**config.mk**
```make
export PLATFORM = sky130hd
export DESIGN_NAME = cal_clock_core
export DESIGN_NICKNAME = d
export VERILOG_FILES = /design/src/rtl/cal_pkg.sv /design/src/rtl/cal_prescaler.sv /design/src/rtl/cal_time_regs.sv /design/src/rtl/cal_snapshot.sv /design/src/rtl/cal_clock_core.sv
export SDC_FILE = /design/constraint.sdc
export NUM_CORES = 1
export LEC_CHECK = 0
export BUFFER_PORTS_ARGS = -buffer_cell sky130_fd_sc_hd__clkbuf_2
export CAP_MARGIN = 20
export CORE_MARGIN = 3
export CORE_UTILIZATION = 55
export DETAILED_ROUTE_END_ITERATION = 16
export PLACE_DENSITY = 0.75
export SYNTH_ARGS = -nofsm -noshare
export SYNTH_HDL_FRONTEND = slang
export SYNTH_SLANG_ARGS = --single-unit
```
**constraint.sdc**
```tcl
create_clock -name clk -period 10.4 [get_ports clk]
set_input_delay 2.08 -clock clk [delete_from_list [all_inputs] [get_ports clk]]
set_output_delay 2.08 -clock clk [all_outputs]
set_load 0.02 [all_outputs]
```
**src/rtl/cal_pkg.sv**
```systemverilog
package cal_pkg;

    localparam int FIELD_W = 8;
    localparam int ADDR_W  = 3;
    localparam int NFIELDS = 1 << ADDR_W;

    typedef enum logic [ADDR_W-1:0] {
        A_SEC   = 3'd0,
        A_MIN   = 3'd1,
        A_HOUR  = 3'd2,
        A_DATE  = 3'd3,
        A_MONTH = 3'd4,
        A_YEAR  = 3'd5,
        A_DOW   = 3'd6,
        A_CENT  = 3'd7
    } field_addr_e;

    typedef enum logic { ST_COLD = 1'b0, ST_RUN = 1'b1 } run_state_e;
    typedef enum logic { RD_IDLE = 1'b0, RD_BURST = 1'b1 } rd_state_e;

    // field order makes address N sit at bits [8N+7:8N]
    typedef struct packed {
        logic [FIELD_W-1:0] cent;
        logic [FIELD_W-1:0] dow;
        logic [FIELD_W-1:0] year;
        logic [FIELD_W-1:0] month;
        logic [FIELD_W-1:0] date;
        logic [FIELD_W-1:0] hour;
        logic [FIELD_W-1:0] min;
        logic [FIELD_W-1:0] sec;
    } cal_time_t;

    function automatic logic [6:0] bcd2bin(input logic [7:0] b);
        return 7'(b[7:4]) * 7'd10 + 7'(b[3:0]);
    endfunction

    function automatic logic [7:0] bcd_inc(input logic [7:0] b);
        if (b[3:0] >= 4'd9) return {b[7:4] + 4'd1, 4'd0};
        return {b[7:4], b[3:0] + 4'd1};
    endfunction

    function automatic logic is_leap(input logic [7:0] yr, input logic [7:0] ce);
        logic [6:0] y;
        logic [6:0] c;
        y = bcd2bin(yr);
        c = bcd2bin(ce);
        if (y == 7'd0) return (c[1:0] == 2'b00);
        return (y[1:0] == 2'b00);
    endfunction

    function automatic logic [7:0] month_len(input logic [7:0] mon, input logic leap);
        unique case (mon)
            8'h02:                      return leap ? 8'h29 : 8'h28;
            8'h04, 8'h06, 8'h09, 8'h11: return 8'h30;
            default:                    return 8'h31;
        endcase
    endfunction

endpackage

```
**src/rtl/cal_prescaler.sv**
```systemverilog
module cal_prescaler #(
    parameter int PRESCALE = 32768
) (
    input  logic clk,
    input  logic rst_n,
    input  logic enable,
    input  logic clear,
    input  logic tick_en,
    output logic sec_pulse,
    output logic cnt_zero
);
    localparam int CW = (PRESCALE > 1) ? $clog2(PRESCALE) : 1;
    localparam logic [CW-1:0] LAST = CW'(PRESCALE - 1);

    logic [CW-1:0] cnt_q;

    always_ff @(posedge clk or negedge rst_n) begin
        if (!rst_n) begin
            cnt_q <= '0;
        end else if (clear || !enable) begin
            cnt_q <= '0;
        end else if (tick_en) begin
            cnt_q <= (cnt_q == LAST) ? '0 : cnt_q + 1'b1;
        end
    end

    assign sec_pulse = enable && !clear && tick_en && (cnt_q == LAST);
    assign cnt_zero  = (cnt_q == '0);

endmodule

```
**src/rtl/cal_time_regs.sv**
```systemverilog
module cal_time_regs
    import cal_pkg::*;
(
    input  logic                 clk,
    input  logic                 rst_n,
    input  logic                 sec_pulse,
    input  logic                 wr_en,
    input  logic [ADDR_W-1:0]    wr_addr,
    input  logic [FIELD_W-1:0]   wr_data,
    output cal_time_t            live
);
    cal_time_t cur_q;
    cal_time_t nxt;
    logic       day_roll;
    logic [7:0] dim;
    logic [7:0] hr_inc;

    // one-second advance rippling through every field
    always_comb begin
        nxt      = cur_q;
        day_roll = 1'b0;
        dim      = month_len(cur_q.month, is_leap(cur_q.year, cur_q.cent));
        hr_inc   = cur_q.hour[7] ? bcd_inc({2'b00, cur_q.hour[5:0]})
                                 : bcd_inc({3'b000, cur_q.hour[4:0]});
        if (cur_q.sec == 8'h59) begin
            nxt.sec = 8'h00;
            if (cur_q.min == 8'h59) begin
                nxt.min = 8'h00;
                if (cur_q.hour[7]) begin
                    if (cur_q.hour[5:0] == 6'h23) begin
                        nxt.hour = {cur_q.hour[7:6], 6'h00};
                        day_roll = 1'b1;
                    end else begin
                        nxt.hour = {cur_q.hour[7:6], hr_inc[5:0]};
                    end
                end else begin
                    if (cur_q.hour[4:0] == 5'h12) begin
                        nxt.hour = {cur_q.hour[7:5], 5'h01};
                    end else if (cur_q.hour[4:0] == 5'h11) begin
                        nxt.hour = {cur_q.hour[7:6], ~cur_q.hour[5], 5'h12};
                        day_roll = cur_q.hour[5];
                    end else begin
                        nxt.hour = {cur_q.hour[7:5], hr_inc[4:0]};
                    end
                end
            end else begin
                nxt.min = bcd_inc(cur_q.min);
            end
        end else begin
            nxt.sec = bcd_inc(cur_q.sec);
        end

        if (day_roll) begin
            nxt.dow = (cur_q.dow >= 8'h06) ? 8'h00 : cur_q.dow + 8'h01;
            if (cur_q.date >= dim) begin
                nxt.date = 8'h01;
                if (cur_q.month >= 8'h12) begin
                    nxt.month = 8'h01;
                    if (cur_q.year == 8'h99) begin
                        nxt.year = 8'h00;
                        nxt.cent = (cur_q.cent == 8'h99) ? 8'h00 : bcd_inc(cur_q.cent);
                    end else begin
                        nxt.year = bcd_inc(cur_q.year);
                    end
                end else begin
                    nxt.month = bcd_inc(cur_q.month);
                end
            end else begin
                nxt.date = bcd_inc(cur_q.date);
            end
        end
    end

    always_ff @(posedge clk or negedge rst_n) begin
        if (!rst_n) begin
            cur_q <= '{cent: 8'h20, dow: 8'h00, year: 8'h00, month: 8'h01,
                       date: 8'h01, hour: 8'h80, min: 8'h00, sec: 8'h00};
        end else if (wr_en) begin
            unique case (field_addr_e'(wr_addr))
                A_SEC:   cur_q.sec   <= wr_data;
                A_MIN:   cur_q.min   <= wr_data;
                A_HOUR:  cur_q.hour  <= wr_data;
                A_DATE:  cur_q.date  <= wr_data;
                A_MONTH: cur_q.month <= wr_data;
                A_YEAR:  cur_q.year  <= wr_data;
                A_DOW:   cur_q.dow   <= wr_data;
                A_CENT:  cur_q.cent  <= wr_data;
            endcase
        end else if (sec_pulse) begin
            cur_q <= nxt;
        end
    end

    assign live = cur_q;

endmodule

```
**src/rtl/cal_snapshot.sv**
```systemverilog
module cal_snapshot
    import cal_pkg::*;
(
    input  logic               clk,
    input  logic               rst_n,
    input  logic               rd_start,
    input  logic [ADDR_W-1:0]  rd_addr,
    input  logic               rd_next,
    input  cal_time_t          live,
    output logic [FIELD_W-1:0] rd_data,
    output logic               burst
);
    localparam logic [ADDR_W-1:0] ADVANCES = ADDR_W'(NFIELDS - 1);

    rd_state_e         state_q, state_d;
    cal_time_t         snap_q;
    logic [ADDR_W-1:0] ptr_q;
    logic [ADDR_W-1:0] left_q;

    always_comb begin
        state_d = state_q;
        unique case (state_q)
            RD_IDLE:  if (rd_start) state_d = RD_BURST;
            RD_BURST: if (!rd_start && rd_next && left_q == 1) state_d = RD_IDLE;
        endcase
    end

    always_ff @(posedge clk or negedge rst_n) begin
        if (!rst_n) state_q <= RD_IDLE;
        else        state_q <= state_d;
    end

    always_ff @(posedge clk or negedge rst_n) begin
        if (!rst_n) begin
            snap_q <= '0;
            ptr_q  <= '0;
            left_q <= '0;
        end else if (rd_start) begin
            snap_q <= live;
            ptr_q  <= rd_addr;
            left_q <= ADVANCES;
        end else if (state_q == RD_BURST && rd_next) begin
            ptr_q  <= ptr_q + 1'b1;
            left_q <= left_q - 1'b1;
        end
    end

    assign rd_data = snap_q[ptr_q*FIELD_W +: FIELD_W];
    assign burst   = (state_q == RD_BURST);

endmodule

```
**src/rtl/cal_clock_core.sv**
```systemverilog
module cal_clock_core
    import cal_pkg::*;
#(
    parameter int PRESCALE = 32768
) (
    input  logic         clk,
    input  logic         rst_n,
    input  logic         tick_en,
    input  logic         wr_en,
    input  logic [2:0]   wr_addr,
    input  logic [7:0]   wr_data,
    input  logic         rd_start,
    input  logic [2:0]   rd_addr,
    input  logic         rd_next,
    output logic [7:0]   rd_data
);
    run_state_e run_q, run_d;
    logic       sec_pulse;
    logic       pre_zero;
    logic       pre_clear;
    logic       rd_burst;
    cal_time_t  live;

    always_comb begin
        run_d = run_q;
        unique case (run_q)
            ST_COLD: if (wr_en) run_d = ST_RUN;
            ST_RUN:  run_d = ST_RUN;
        endcase
    end

    always_ff @(posedge clk or negedge rst_n) begin
        if (!rst_n) run_q <= ST_COLD;
        else        run_q <= run_d;
    end

    assign pre_clear = wr_en && (field_addr_e'(wr_addr) == A_SEC);

    cal_prescaler #(.PRESCALE(PRESCALE)) i_presc (
        .clk       (clk),
        .rst_n     (rst_n),
        .enable    (run_q == ST_RUN),
        .clear     (pre_clear),
        .tick_en   (tick_en),
        .sec_pulse (sec_pulse),
        .cnt_zero  (pre_zero)
    );

    cal_time_regs i_regs (
        .clk       (clk),
        .rst_n     (rst_n),
        .sec_pulse (sec_pulse),
        .wr_en     (wr_en),
        .wr_addr   (wr_addr),
        .wr_data   (wr_data),
        .live      (live)
    );

    cal_snapshot i_snap (
        .clk      (clk),
        .rst_n    (rst_n),
        .rd_start (rd_start),
        .rd_addr  (rd_addr),
        .rd_next  (rd_next),
        .live     (live),
        .rd_data  (rd_data),
        .burst    (rd_burst)
    );

endmodule

```
# Word level (Yosys, flattened, before mapping)
# Index checks and enable logic that the tools add are counted.
[word_totals]
register_bits = 151
latch_bits = 0
ramBits = 0
romBits = 0
elab_cells = 237
n_memories = 0
[classes]
add_sub_neg = 21
n_mul = 2
div_mod_pow = 0
n_lt_le_gt_ge = 10
n_eq_ne = 31
shifts = 1
muxes = 92
bitwise_logic = 3
reduce_logical = 48
[op_table]
columns = ["cell", "count"]
rows = [
  ["$mux W8", 34],
  ["$mux W64", 2],
  ["$shiftx A64 B7 Y8", 1],
  ["$add A4 B1 Y4 const B", 13],
  ["$mux W15", 3],
  ["$mux W6", 7],
  ["$mux W40", 1],
  ["$mux W1", 36],
  ["$mux W16", 2],
  ["$ge A4 B4 Y1 const B", 7],
  ["$reduce_bool A3 Y1", 7],
  ["$reduce_bool A2 Y1", 9],
  ["$eq A8 B3 Y1 const B", 2],
  ["$eq A8 B7 Y1 const B", 2],
  ["$eq A8 B8 Y1 const B", 2],
  ["$ne A2 B1 Y1 const B", 8],
  ["$pmux W8 S2", 1],
  ["$reduce_and A4 Y1", 4],
  ["$add A15 B1 Y15 const B", 1],
  ["$eq A15 B15 Y1 const B", 1],
  ["$reduce_and A7 Y1", 2],
  ["$eq A3 B3 Y1 const B", 4],
  ["$mux W3", 4],
  ["$reduce_and A3 Y1", 4],
  ["33 further kinds", 51],
]

# Logic depth before layout (Yosys ltp)
# Gate-level depths: netlist of run 1.
[logic_depth]
word_depth = 18
depth_mapped = 17

# Hierarchy
# From an unflattened synthesis of run 1, not the netlist that was laid out.
[unflattened]
cells_unflattened = 824
area_unflattened_um2 = 8822.2
[modules_own_cells]
columns = ["module", "n_inst", "cells_each", "area_each_um2"]
rows = [
  ["cal_time_regs", 1, 518, 4599.4],
  ["cal_snapshot", 1, 197, 3258.1],
  ["cal_prescaler", 1, 106, 918.4],
  ["cal_clock_core", 1, 3, 46.3],
]

# Worst setup path before layout of run 1
# Ideal clock, no wire load.
[synth_path]
kind = "register to register"
startpoint = "register i_regs.cur_q, in the netlist i_regs.live[45]"
endpoint = "register i_regs.cur_q, in the netlist i_regs.live[44]"
t_arrival_ps = 4272
path_slack_ps = 6003
path_stages_with_launch = 15
cell_sequence = "dfrtp_1 > ha_1 > ha_1 > inv_1 > fa_1 > or4b_2 > a221o_1 > a21oi_1 > a21oi_1 > ha_1 > or4b_1 > a41oi_1 > a21boi_1 > a41oi_2 > mux2_2"
[synth_via]
elab_chain_len = 10
[synth_lines]
columns = ["item", "line", "rtl"]
rows = [
  ["from (decl)", "cal_time_regs.sv:12", "cal_time_t cur_q;"],
  ["from (signal assigned)", "cal_time_regs.sv:76", "cur_q <= '{cent: 8'h20, dow: 8'h00, year: 8'h00, month: 8'h01,"],
  ["from (signal assigned)", "cal_time_regs.sv:90", "cur_q <= nxt;"],
  ["$mul A4 B3 Y6", "cal_pkg.sv:34", "return 7'(b[7:4]) * 7'd10 + 7'(b[3:0]);"],
  ["$add A7 B4 Y7", "cal_pkg.sv:34", ""],
  ["$logic_not A7 Y1", "cal_pkg.sv:47", "if (y == 7'd0) return (c[1:0] == 2'b00);"],
  ["$mux W1", "cal_pkg.sv:47", ""],
  ["$mux W1", "cal_pkg.sv:48", "return (y[1:0] == 2'b00);"],
  ["$mux W1", "cal_pkg.sv:53", "8'h02: return leap ? 8'h29 : 8'h28;"],
  ["$pmux W8 S2", "cal_pkg.sv:52", "unique case (mon)"],
  ["$ge A8 B8 Y1", "cal_time_regs.sv:55", "if (cur_q.date >= dim) begin"],
  ["$reduce_bool A2 Y1 (no line)", "--", ""],
  ["$reduce_and A6 Y1 (no line)", "--", ""],
]
# Several ways; a longest one is shown, not always the timed one. The select of a mux whose other input is x is not followed.
# A chain may end at the register's enable or synchronous reset.

# Final worst setup path of run 1
[layout_path]
startpoint = "register i_regs.cur_q, in the netlist i_regs.live[45]"
endpoint = "register i_regs.cur_q, in the netlist i_regs.live[39]"
[layout_via]
elab_chain_len = 10
[layout_lines]
columns = ["item", "line"]
rows = [
  ["$mul A4 B3 Y6", "cal_pkg.sv:34"],
  ["$add A7 B4 Y7", "cal_pkg.sv:34"],
  ["$logic_not A7 Y1", "cal_pkg.sv:47"],
  ["$mux W1", "cal_pkg.sv:47"],
  ["$mux W1", "cal_pkg.sv:48"],
  ["$mux W1", "cal_pkg.sv:53"],
  ["$pmux W8 S2", "cal_pkg.sv:52"],
  ["$ge A8 B8 Y1", "cal_time_regs.sv:55"],
  ["$reduce_bool A2 Y1 (no line)", "--"],
  ["$reduce_and A5 Y1 (no line)", "--"],
]
# Every way passes these cells.

==> metrics.csv, run 1 <==
metric,value,unit
synth_cells,819,
grt_max_degree,80,
status,"finished, final reports clean",
crit_required,10.71,ns
routed_wirelength,22300,um
ys_seq_area_share,43.8,%
postCtsHoldBufs,0,
regToRegEndpoint,i_regs.live[39],
cts_resized,0,
multi_input_area,4550,um2
rows,45,
syn_avg_cell_area,10.5,um2
async_flop_share,100,%
die-width,131,um
ys_seq_elements,151,
htreeDepth,4,
clkLatencyLatePin,0.43,ns
critPathSlowestCell,a31oi_1,
syn_nets,894,
dieArea,17200,um2
rsz0062_at_grt,false,
drt-initial-drc-count,694,
synthDominantCellAreaShare,42.6,%
max_freq,186,MHz
r2r_setup_slack,5.04,ns
critPathBufInv,1,
rr_startpoint,i_regs.live[45],
setup.worst_path.end,i_regs.live[39],
port_buffers,27,
num_antenna_cells,0,
cts.sinks,151,
drive_above_1_share,21.4,%
wl_per_cell,21.0,um
crit_start,i_regs.live[45],
maxCapViolations,0,
max-vdd-ir-drop,0.147,mV
fillers,1193,
cts_root_buf,clkbuf_16,
numCtsBuffers,17,
yosys_warnings,0,
hold_violations,0,
path_max_fanout,11,
period_share,51.6,%
total_leakage_power,4.14,nW
clk_path_buf_depth,2,
crit_arrival,5.67,ns
first_pass_iters,5,
coreArea,15300,um2
finalMaxSlewViolations,0,
reg2regPathDepth,15,
final_core_util,62.6,%
cpPeakStageDelay,0.74,ns
die_h,131,um
netlist_top_cells_area,"dfrtp_1, mux2_2, ha_1",
relSlewSlack,34.2,%
via_per_inst,6.33,
grt_pass1_vias,6823,
syn2layout_area_growth,10.6,%
gp_congestion,0.951,
path_depth,15,
final_nets,916,
worst-setup-path-type,reg2reg,
final_cell_mix,"dfrtp_1, mux2_2, o21ai_0",
path_cells,"ha_1, ha_1, inv_1, fa_1, or4b_2, a221o_1, a21oi_1, a21oi_1, ha_1, or4b_1, a41oi_1, nand2_1, a31oi_1, nor2_1, mux2_2",
netlist_area,8630,um2
drc_errors,0,
cp-start-kind,flop,
io_pins,28,
synth_edf_count,0,
crit_path_end_kind,flop,
start_util,56.6,%
vias,6738,
final_common_cell,dfrtp_1,
crit_family,simple AND/OR/NAND/NOR gates,
tightest_slew,0.979,ns
synth_ff_type,dfrtp_1,
crit_top_cell,ha_1,
fin_worst_skew,0.00693,ns
hold_path.class,reg2reg,
cts_tree,yes,
fin_tns_setup,0,ns
grt_overflow,0,
grt_antenna_before_repair,0,
postCtsSetupRepairBufs,0,
grt_pass1_wl,36300,um
p_per_area,217,nW/um2
hpwl,15600,um
antenna_left,0,
synth_cell_types,73,
min_period,5.36,ns
setup_violations,0,
grt_usage,26.6,%
seqCellArea,3780,um2
path_clk_slew,0.07,ns
yosysTopAreaCell,dfrtp_1,
==> cells by family (layout without fill, tap and decap cells) <==
kind of cell / Yosys count / in the layout / share of synthesized area (%)
AOI/OAI and AO/OA: 197 / 197 / 14.3
xor gates and xnor gates: 13 / 13 / 1.32
adders and majority gates: 55 / 55 / 8.15
buffers and inverters: 76 / 111 / 3.38
DFF: 151 / 151 / 43.8
muxes: 102 / 102 / 15.3
and+or+nand+nor: 225 / 225 / 13.7
==> power by group <==
part | switching [mW] | total (mW) | internal (mW)
clock | 0.268 | 0.602 | 0.334
combinational | 0.290 | 0.559 | 0.269
sequential | 0.180 | 0.913 | 0.733
total | 0.737 | 2.07 | 1.34
==> state kept, by name (all words and copies together) (netlist names) <==
signal	flops
i_snap.left_q	3
run_q	1
i_snap.snap_q	64
i_regs.live	64
i_snap.burst	1
i_presc.cnt_q	15
i_snap.ptr_q	3
==> final cells by class <==
| class | count | area share, % |
|---|---|---|
| multi-input cells | 592 | 47.7 |
| clock inverters | 15 | 1.52 |
| clock buffers | 17 | 4.46 |
| inverters | 47 | 1.85 |
| repair buffers | 32 | 2.06 |
| flip-flops and latches | 151 | 39.6 |
| well taps | 211 | 2.77 |
==> worst reg2reg max path, delay by kind of cell, from the launching register on <==
family	cells	cell delay (ns)
fa+ha+maj	4	1.23
flops	1	0.44
buf+inv	1	0.08
mux	1	0.36
compound gates	5	1.52
simple gates	4	1.60
==> per-layer routing <==
metal  global-route usage [%]  part of all wire [%]  up-vias
li1                         -                     -     3036
met1                     36.0                    44     3391
met2                     40.7                    46      252
met3                     6.78                   6.1       59
met4                     11.8                   3.8        0
met5                        0                     0        -
==> cell usage after synthesis (all sizes together) (3+ instances only) <==
master / number
dfrtp: 147
mux2: 80
o21ai: 74
nor2: 64
ha: 53
inv: 47
nand2: 43
a21oi: 39
nand3: 28
clkbuf: 22
a31oi: 20
mux4: 16
nor3: 14
nand2b: 12
nor2b: 12
and2: 8
nand4: 8
xor2: 8
buf: 7
o31ai: 7
mux2i: 6
o22ai: 6
or2: 6
a41oi: 5
xnor2: 5
a211oi: 4
a21boi: 4
a21o: 4
and3: 4
dfstp: 4
nor4: 4
o211ai: 4
o22a: 4
o41ai: 4
or3: 4
a221o: 3
and4: 3
nor4bb: 3
o32a: 3
or4b: 3
==> per-stage QoR <==
stage	hold slack [ns]	cell area, um2	setup WS [ns]	instances	total power [mW]
floorplan	0.459	8630	6.00	819	1.26
global placement	0.468	8940	5.31	1031	1.43
detailed placement	0.483	8940	5.17	1031	1.46
CTS	0.498	9510	5.09	1063	2.07
global route	0.517	9550	4.76	1065	2.19
finish	0.495	9550	5.04	1065	2.07
==> worst min path at each step <==
stage,from,to,slack [ns],cells past startpoint
2_1_floorplan,i_snap.left_q[1],i_snap.left_q[1],0.46,1
4_1_cts,i_snap.left_q[1],i_snap.left_q[1],0.50,1
3_3_place_gp,i_snap.left_q[1],i_snap.left_q[1],0.47,1
6_report,i_snap.left_q[1],i_snap.left_q[1],0.50,1
5_1_grt,i_regs.live[22],i_regs.live[22],0.52,1
3_5_place_dp,i_snap.left_q[1],i_snap.left_q[1],0.48,1
Note: power is estimated with default switching activity, not from simulation.
==> inputs of run 2 (changes only) <==
--- a/config.mk
+++ b/config.mk
@@ -5,12 +5,13 @@
 export SDC_FILE = /design/constraint.sdc
 export NUM_CORES = 1
 export LEC_CHECK = 0
+export ABC_AREA = 1
 export BUFFER_PORTS_ARGS = -buffer_cell sky130_fd_sc_hd__clkbuf_2
 export CAP_MARGIN = 20
 export CORE_MARGIN = 3
 export CORE_UTILIZATION = 55
 export DETAILED_ROUTE_END_ITERATION = 16
-export PLACE_DENSITY = 0.75
+export PLACE_DENSITY = 0.78
 export SYNTH_ARGS = -nofsm -noshare
 export SYNTH_HDL_FRONTEND = slang
 export SYNTH_SLANG_ARGS = --single-unit
==> constraint.sdc (replaced) <==
create_clock -name clk -period 4.4 [get_ports clk]
set_input_delay 0.88 -clock clk [delete_from_list [all_inputs] [get_ports clk]]
set_output_delay 0.88 -clock clk [all_outputs]
set_load 0.02 [all_outputs]
==> run 2 against run 1 <==
Effect of this change: combinational power rose to 2.8 times the previous value; core utilization rose by 0.89 points; register-to-register slack worse by 4.3 ns; first-iteration DRC count up 6.9%; critical path depth is 6 higher; final cell count is 31% higher; clock power increased to 2.6 times the previous value; via count rose by 18%; critical path type unchanged; largest cell class unchanged.
==> metrics.csv, run 2 <==
metric,value,unit,change
status,"finished, final reports clean",,
cts_root_buf,clkbuf_16,,
r2r_setup_slack,0.71,ns,-4.33 ns
synthDominantCellAreaShare,41.2,%,-1.4 points
drt-initial-drc-count,742,,+6.9%
period_share,83.9,%,+32 points
p_per_area,525,nW/um2,+140%
critPathBufInv,1,,unchanged
reg2regPathDepth,21,,+6
synth_ff_type,dfrtp_1,,
syn_avg_cell_area,7.72,um2,-27%
crit_required,4.71,ns,-6.00 ns
first_pass_iters,6,,+1
drive_above_1_share,9.37,%,-12 points
yosysTopAreaCell,dfrtp_1,,
synthAdderAreaFrac,7.88,%,-0.27 points
numCtsBuffers,17,,unchanged
rsz0062_at_grt,false,,
grt_pass1_wl,37300,um,+2.9%
multi_input_area,4470,um2,-1.9%
synthSimpleGateAreaFrac,23.7,%,+10 points
max-vdd-ir-drop,0.327,mV,+120%
synth_compound_area_share,15.2,%,+0.85 points
seqCellArea,3780,um2,unchanged
synthTopCellsByCount,"nand2_1, o21ai_0, dfrtp_1",,
syn2layout_area_growth,10.5,%,about the same
finalMaxSlewViolations,0,,unchanged
clkLatencyLatePin,0.43,ns,about the same
synth-xor-area-share,3.34,%,+2.0 points
ys_seq_elements,151,,unchanged
min_period,3.69,ns,-1.67 ns
rows,45,,unchanged
path_cells,"ha_1, ha_1, inv_1, fa_1, xor2_1, nor2_1, nand2_1, a21oi_1, o21ai_0, nand2_1, nand2_1, ha_1, nand2_1, nor2_1, nand2_1, nand4_2, nand2_1, nor2_1, nand2_1, nand2_1, nand2_1",,
final_common_cell,nand2_1,,
grt_overflow,0,,unchanged
grt_usage,26.1,%,-0.49 points
hold_start,i_snap.snap_q[39],,
cts_tree,yes,,
grt_max_degree,104,,+30%
via_per_inst,5.67,,-10%
dieArea,17800,um2,+3.2%
ys_seq_area_share,42.4,%,-1.4 points
grt_pass1_vias,7245,,+6.2%
worst-setup-path-type,reg2reg,,
path_max_fanout,17,,+6
cts.sinks,151,,unchanged
hold_path.class,reg2reg,,
crit_top_cell,nand2_1,,
yosys_warnings,0,,unchanged
die-width,133,um,+1.6%
fillers,1343,,+13%
io_pins,28,,unchanged
htreeDepth,4,,unchanged
gp_congestion,0.919,,-3.4%
cpPeakStageDelay,0.46,ns,-0.28 ns
maxCapViolations,0,,unchanged
path_clk_slew,0.06,ns,about the same
critPathSlowestCell,dfrtp_1,,
num_antenna_cells,0,,unchanged
rr_startpoint,i_regs.live[47],,
postCtsSetupRepairBufs,0,,unchanged
routed_wirelength,22600,um,+1.0%
dpl-instance-area,9220,um2,+3.1%
postCtsHoldBufs,0,,unchanged
async_flop_share,100,%,unchanged
setup_violations,0,,unchanged
fin_tns_setup,0,ns,unchanged
syn_nets,1231,,+38%
hold_violations,0,,unchanged
synth_top_family_by_area,simple AND/OR/NAND/NOR gates,,
fin_worst_skew,0.00893,ns,+0.00200 ns
fin_area,9860,um2,+3.3%
yosysMostFrequentCell,nand2_1,,
start_util,57.4,%,+0.84 points
wl_per_cell,16.2,um,-23%
grt_antenna_before_repair,0,,unchanged
synth_cells,1156,,+41%
hold_depth,2,,+1
clk_path_buf_depth,2,,unchanged
whs_endpoint,i_snap.snap_q[39],,
tightest_slew,0.953,ns,-0.0261 ns
port_buffers,27,,unchanged
crit_family,simple AND/OR/NAND/NOR gates,,
synth_mux_area_share,0,%,-15 points
hpwl,15700,um,+0.36%
antenna_left,0,,unchanged
cts_resized,0,,unchanged
total_leakage_power,4.85,nW,+17%
drc_errors,0,,unchanged
netlist_area,8920,um2,+3.4%
max_freq,271,MHz,+45%
coreArea,15500,um2,+1.8%
final_nets,1248,,+36%
die_h,133,um,+1.6%
relSlewSlack,36.5,%,+2.3 points
final_cell_mix,"nand2_1, o21ai_0, dfrtp_1",,
synth_cell_types,41,,-44%
vias,7921,,+18%
cp-start-kind,flop,,
netlist_top_cells_area,"dfrtp_1, nand2_1, o21ai_0",,
crit_arrival,4.00,ns,-1.67 ns
synth_edf_count,0,,unchanged
crit_path_end_kind,flop,,
regToRegEndpoint,i_regs.live[57],,
==> run 2: routing by layer <==
layer	up-vias	track usage, %	wire, um
li1	3794	-	-
met1	3798	38.1	10400
met2	284	40.1	10300
met3	45	5.02	1400
met4	0	6.97	471
met5	-	0	0
==> run 2: per-stage QoR <==
step	setup slack [ns]	hold slack, ns	std cells	utilization, %	total power, mW
CTS	0.754	0.470	1396	63.4	5.16
floorplan	1.34	0.432	1156	-	3.11
finish	0.708	0.466	1396	63.4	5.17
detailed placement	0.784	0.452	1365	59.3	3.58
global placement	0.878	0.448	1365	59.3	3.52
global route	0.435	0.482	1396	63.4	5.52
==> run 2: area by class of cell <==
cell class	count	area share [%]
clock buffer	20	4.73
inverter	133	5.06
multi-input combinational	836	45.3
tap	211	2.68
sequential	151	38.4
clock inverter	11	1.73
timing repair buffer	34	2.09
==> run 2: worst max-delay path by stage <==
stage               startpoint              end  slack (ns)  depth (start not counted)
5_1_grt        i_regs.live[47]  i_regs.live[56]        0.44                         21
3_3_place_gp   i_regs.live[47]  i_regs.live[44]        0.88                         21
2_1_floorplan  i_regs.live[45]  i_regs.live[44]        1.34                         21
3_5_place_dp   i_regs.live[47]  i_regs.live[57]        0.78                         21
4_1_cts        i_regs.live[47]  i_regs.live[57]        0.75                         21
6_report       i_regs.live[47]  i_regs.live[57]        0.71                         21
==> run 2: report_power, final <==
| group | total (mW) | switching (mW) | leakage, nW | internal [mW] |
|---|---|---|---|---|
| sequential | 2.06 | 0.337 | 1.94 | 1.72 |
| clock | 1.58 | 0.584 | 0.305 | 0.992 |
| combinational | 1.54 | 0.992 | 2.61 | 0.547 |
| total | 5.17 | 1.91 | 4.85 | 3.26 |
==> run 2: cells by family (layout without fill, tap and decap cells) <==
logic type,count (synthesis),after routing
simple gates,494,494
compound gates,253,253
buf+inv,169,198
flops,151,151
fa+ha+maj,55,55
xor+xnor,34,34
==> run 2: worst reg2reg max path, stage by stage (launching register included) <==
cell and delay, ns:
dfrtp_1 0.46, ha_1 0.32, ha_1 0.13, inv_1 0.05, fa_1 0.41, xor2_1 0.17
nor2_1 0.10, nand2_1 0.05, a21oi_1 0.11, o21ai_0 0.11, nand2_1 0.07, nand2_1 0.05
ha_1 0.27, nand2_1 0.05, nor2_1 0.11, nand2_1 0.08, nand4_2 0.36, nand2_1 0.11
nor2_1 0.26, nand2_1 0.17, nand2_1 0.10, nand2_1 0.05
==> inputs of run 3 (changes only) <==
==> constraint.sdc (replaced) <==
create_clock -name clk -period 3.25 [get_ports clk]
set_input_delay 0.65 -clock clk [delete_from_list [all_inputs] [get_ports clk]]
set_output_delay 0.65 -clock clk [all_outputs]
set_load 0.02 [all_outputs]
==> run 3 against run 2 <==
Effect of this change: the run now ends with setup timing left; die area unchanged; final cell count increased by 1.3%; total power increased by 36%.
==> metrics.csv, run 3 (synthesis gave the netlist of run 2 again) <==
metric,value,unit,change
tightest_slew,0.688,ns,-0.265 ns
cp-start-kind,flop,,
path_clk_slew,0.06,ns,about the same
die-width,133,um,unchanged
path_max_fanout,7,,-10
final_nets,1266,,+1.4%
crit_family,adder cells,,
port_buffers,27,,unchanged
grt_pass1_vias,7262,,+0.23%
path_cells,"ha_1, ha_2, inv_2, fa_2, xor2_2, nor2_2, nand2_1, a21oi_2, o21ai_2, nand2_1, nand2_1, ha_1, nand2_1, nor2_1, nand2_1, nand4_4, nand2_2, inv_4, buf_4, nand4_1, nand2_1",,
fin_ws,-0.0795,ns,-0.787 ns
numCtsBuffers,17,,unchanged
cpPeakStageDelay,0.39,ns,-0.07 ns
crit_path_end_kind,flop,,
violations,setup timing,,
wl_per_cell,16.2,um,+0.32%
fin_worst_skew,0.00741,ns,-0.00152 ns
setup_violations,21,,+21
hpwl,15900,um,+1.3%
crit_top_cell,nand2_1,,
fin_tns_setup,-0.395,ns,-0.395 ns
hold_violations,0,,unchanged
num_antenna_cells,0,,unchanged
rows,45,,unchanged
final_core_util,64.4,%,+0.99 points
multi_input_area,4550,um2,+1.7%
min_period,3.33,ns,-0.363 ns
max-vdd-ir-drop,0.433,mV,+32%
start_util,57.4,%,unchanged
first_pass_iters,6,,unchanged
drive_above_1_share,12.1,%,+2.7 points
final_cell_mix,"nand2_1, dfrtp_1, o21ai_0",,
crit_arrival,3.65,ns,-0.35 ns
drt-initial-drc-count,649,,-13%
routed_wirelength,22900,um,+1.6%
grt_overflow,0,,unchanged
cts_root_buf,clkbuf_16,,
coreArea,15500,um2,unchanged
grt_antenna_before_repair,0,,unchanged
fillers,1349,,+0.45%
seqCellArea,3780,um2,unchanged
grt_max_degree,75,,-28%
p_per_area,700,nW/um2,+33%
gp_congestion,0.900,,-2.0%
grt_pass1_wl,37400,um,+0.11%
relSlewSlack,54.2,%,+18 points
htreeDepth,4,,unchanged
clk_path_buf_depth,2,,unchanged
period_share,102,%,+19 points
clkLatencyLatePin,0.43,ns,about the same
status,finished with violations,,
crit_required,3.57,ns,-1.14 ns
hold_path.class,in2async,,
total_leakage_power,4.93,nW,+1.5%
cts_tree,yes,,
die_h,133,um,unchanged
rsz0062_at_grt,true,,
max_freq,300,MHz,+11%
grt_usage,26.3,%,+0.22 points
final_common_cell,nand2_1,,
syn2layout_area_growth,12.3,%,
maxCapViolations,0,,unchanged
cts.sinks,151,,unchanged
dieArea,17800,um2,unchanged
io_pins,28,,unchanged
finalMaxSlewViolations,0,,unchanged
drc_errors,0,,unchanged
worst-setup-path-type,reg2reg,,
via_per_inst,5.56,,-2.1%
postCtsHoldBufs,0,,unchanged
antenna_left,0,,unchanged
critPathBufInv,3,,+2
critPathSlowestCell,dfrtp_1,,
vias,7857,,-0.81%
==> run 3: cell count changes in the layout (fill, tap and decap cells not counted), sizes merged <==
cell    change
clkinv      +4
buf        +18
bufinv      -2
clkbuf      -2
==> run 3: worst paths after layout <==
path                                         from                end  slack (ns)  depth (start not counted)
min in group clk                       rd_addr[0]    i_snap.ptr_q[0]        0.44                          3
worst min register to register  i_snap.snap_q[29]  i_snap.snap_q[29]        0.47                          2
worst max-delay path              i_regs.live[45]    i_regs.live[37]       -0.08                         21
max in group asynchronous                   rst_n    i_regs.live[52]        2.20                          2
worst min-delay path                        rst_n  i_snap.snap_q[12]        0.23                          1
worst max register to register    i_regs.live[45]    i_regs.live[37]       -0.08                         21
==> run 3: cell type report <==
type	count	area share, %
Multi-Input combinational cell	836	45.4
Tap cell	211	2.64
Clock inverter	13	1.30
Inverter	133	5.01
Timing Repair Buffer	52	3.49
Sequential cell	151	37.8
Clock buffer	18	4.39
==> run 3: layer usage <==
| layer | vias up | global-route usage [%] | wire length, um |
|---|---|---|---|
| li1 | 3823 | - | - |
| met1 | 3704 | 38.0 | 10100 |
| met2 | 293 | 40.4 | 10600 |
| met3 | 37 | 4.46 | 1780 |
| met4 | 0 | 9.09 | 454 |
| met5 | - | 0 | 0 |
==> run 3: report_power, final <==
group | internal, mW | switching [mW] | total, mW | leakage [nW]
Combinational | 0.852 | 1.48 | 2.33 | 2.71
Sequential | 2.33 | 0.416 | 2.74 | 1.94
Clock | 1.14 | 0.800 | 1.94 | 0.278
Total | 4.32 | 2.69 | 7.01 | 4.93
==> run 3: worst reg2reg max path, stage by stage, from the launching register on <==
cell     delay [ns]
dfrtp_1        0.39
ha_1           0.29
ha_2           0.17
inv_2          0.04
fa_2           0.35
xor2_2         0.16
nor2_2         0.12
nand2_1        0.09
a21oi_2        0.19
o21ai_2        0.10
nand2_1        0.07
nand2_1        0.05
ha_1           0.28
nand2_1        0.06
nor2_1         0.04
nand2_1        0.11
nand4_4        0.19
nand2_2        0.15
inv_4          0.07
buf_4          0.13
nand4_1        0.10
nand2_1        0.06
==> run 3: timing repair <==
item                       CTS  global route
setup buffers                2             3
setup endpoints to repair   28            32
gates resized for setup      4            26
pin swaps                    2             5
==> run 3: through the flow <==
step / instance area [um2] / worst slack (ns) / hold WS (ns) / instances / total power, mW
after detailed placement: 9320 / -0.0803 / 0.455 / 1378 / 4.92
final: 10000 / -0.0795 / 0.227 / 1414 / 7.01
after global placement: 9320 / 0.0365 / 0.448 / 1378 / 4.84
after global routing: 10000 / -0.200 / 0.279 / 1414 / 7.48
after floorplan: 8920 / 0.191 / 0.354 / 1156 / 4.21
after CTS: 9920 / 0.0372 / 0.259 / 1411 / 6.88
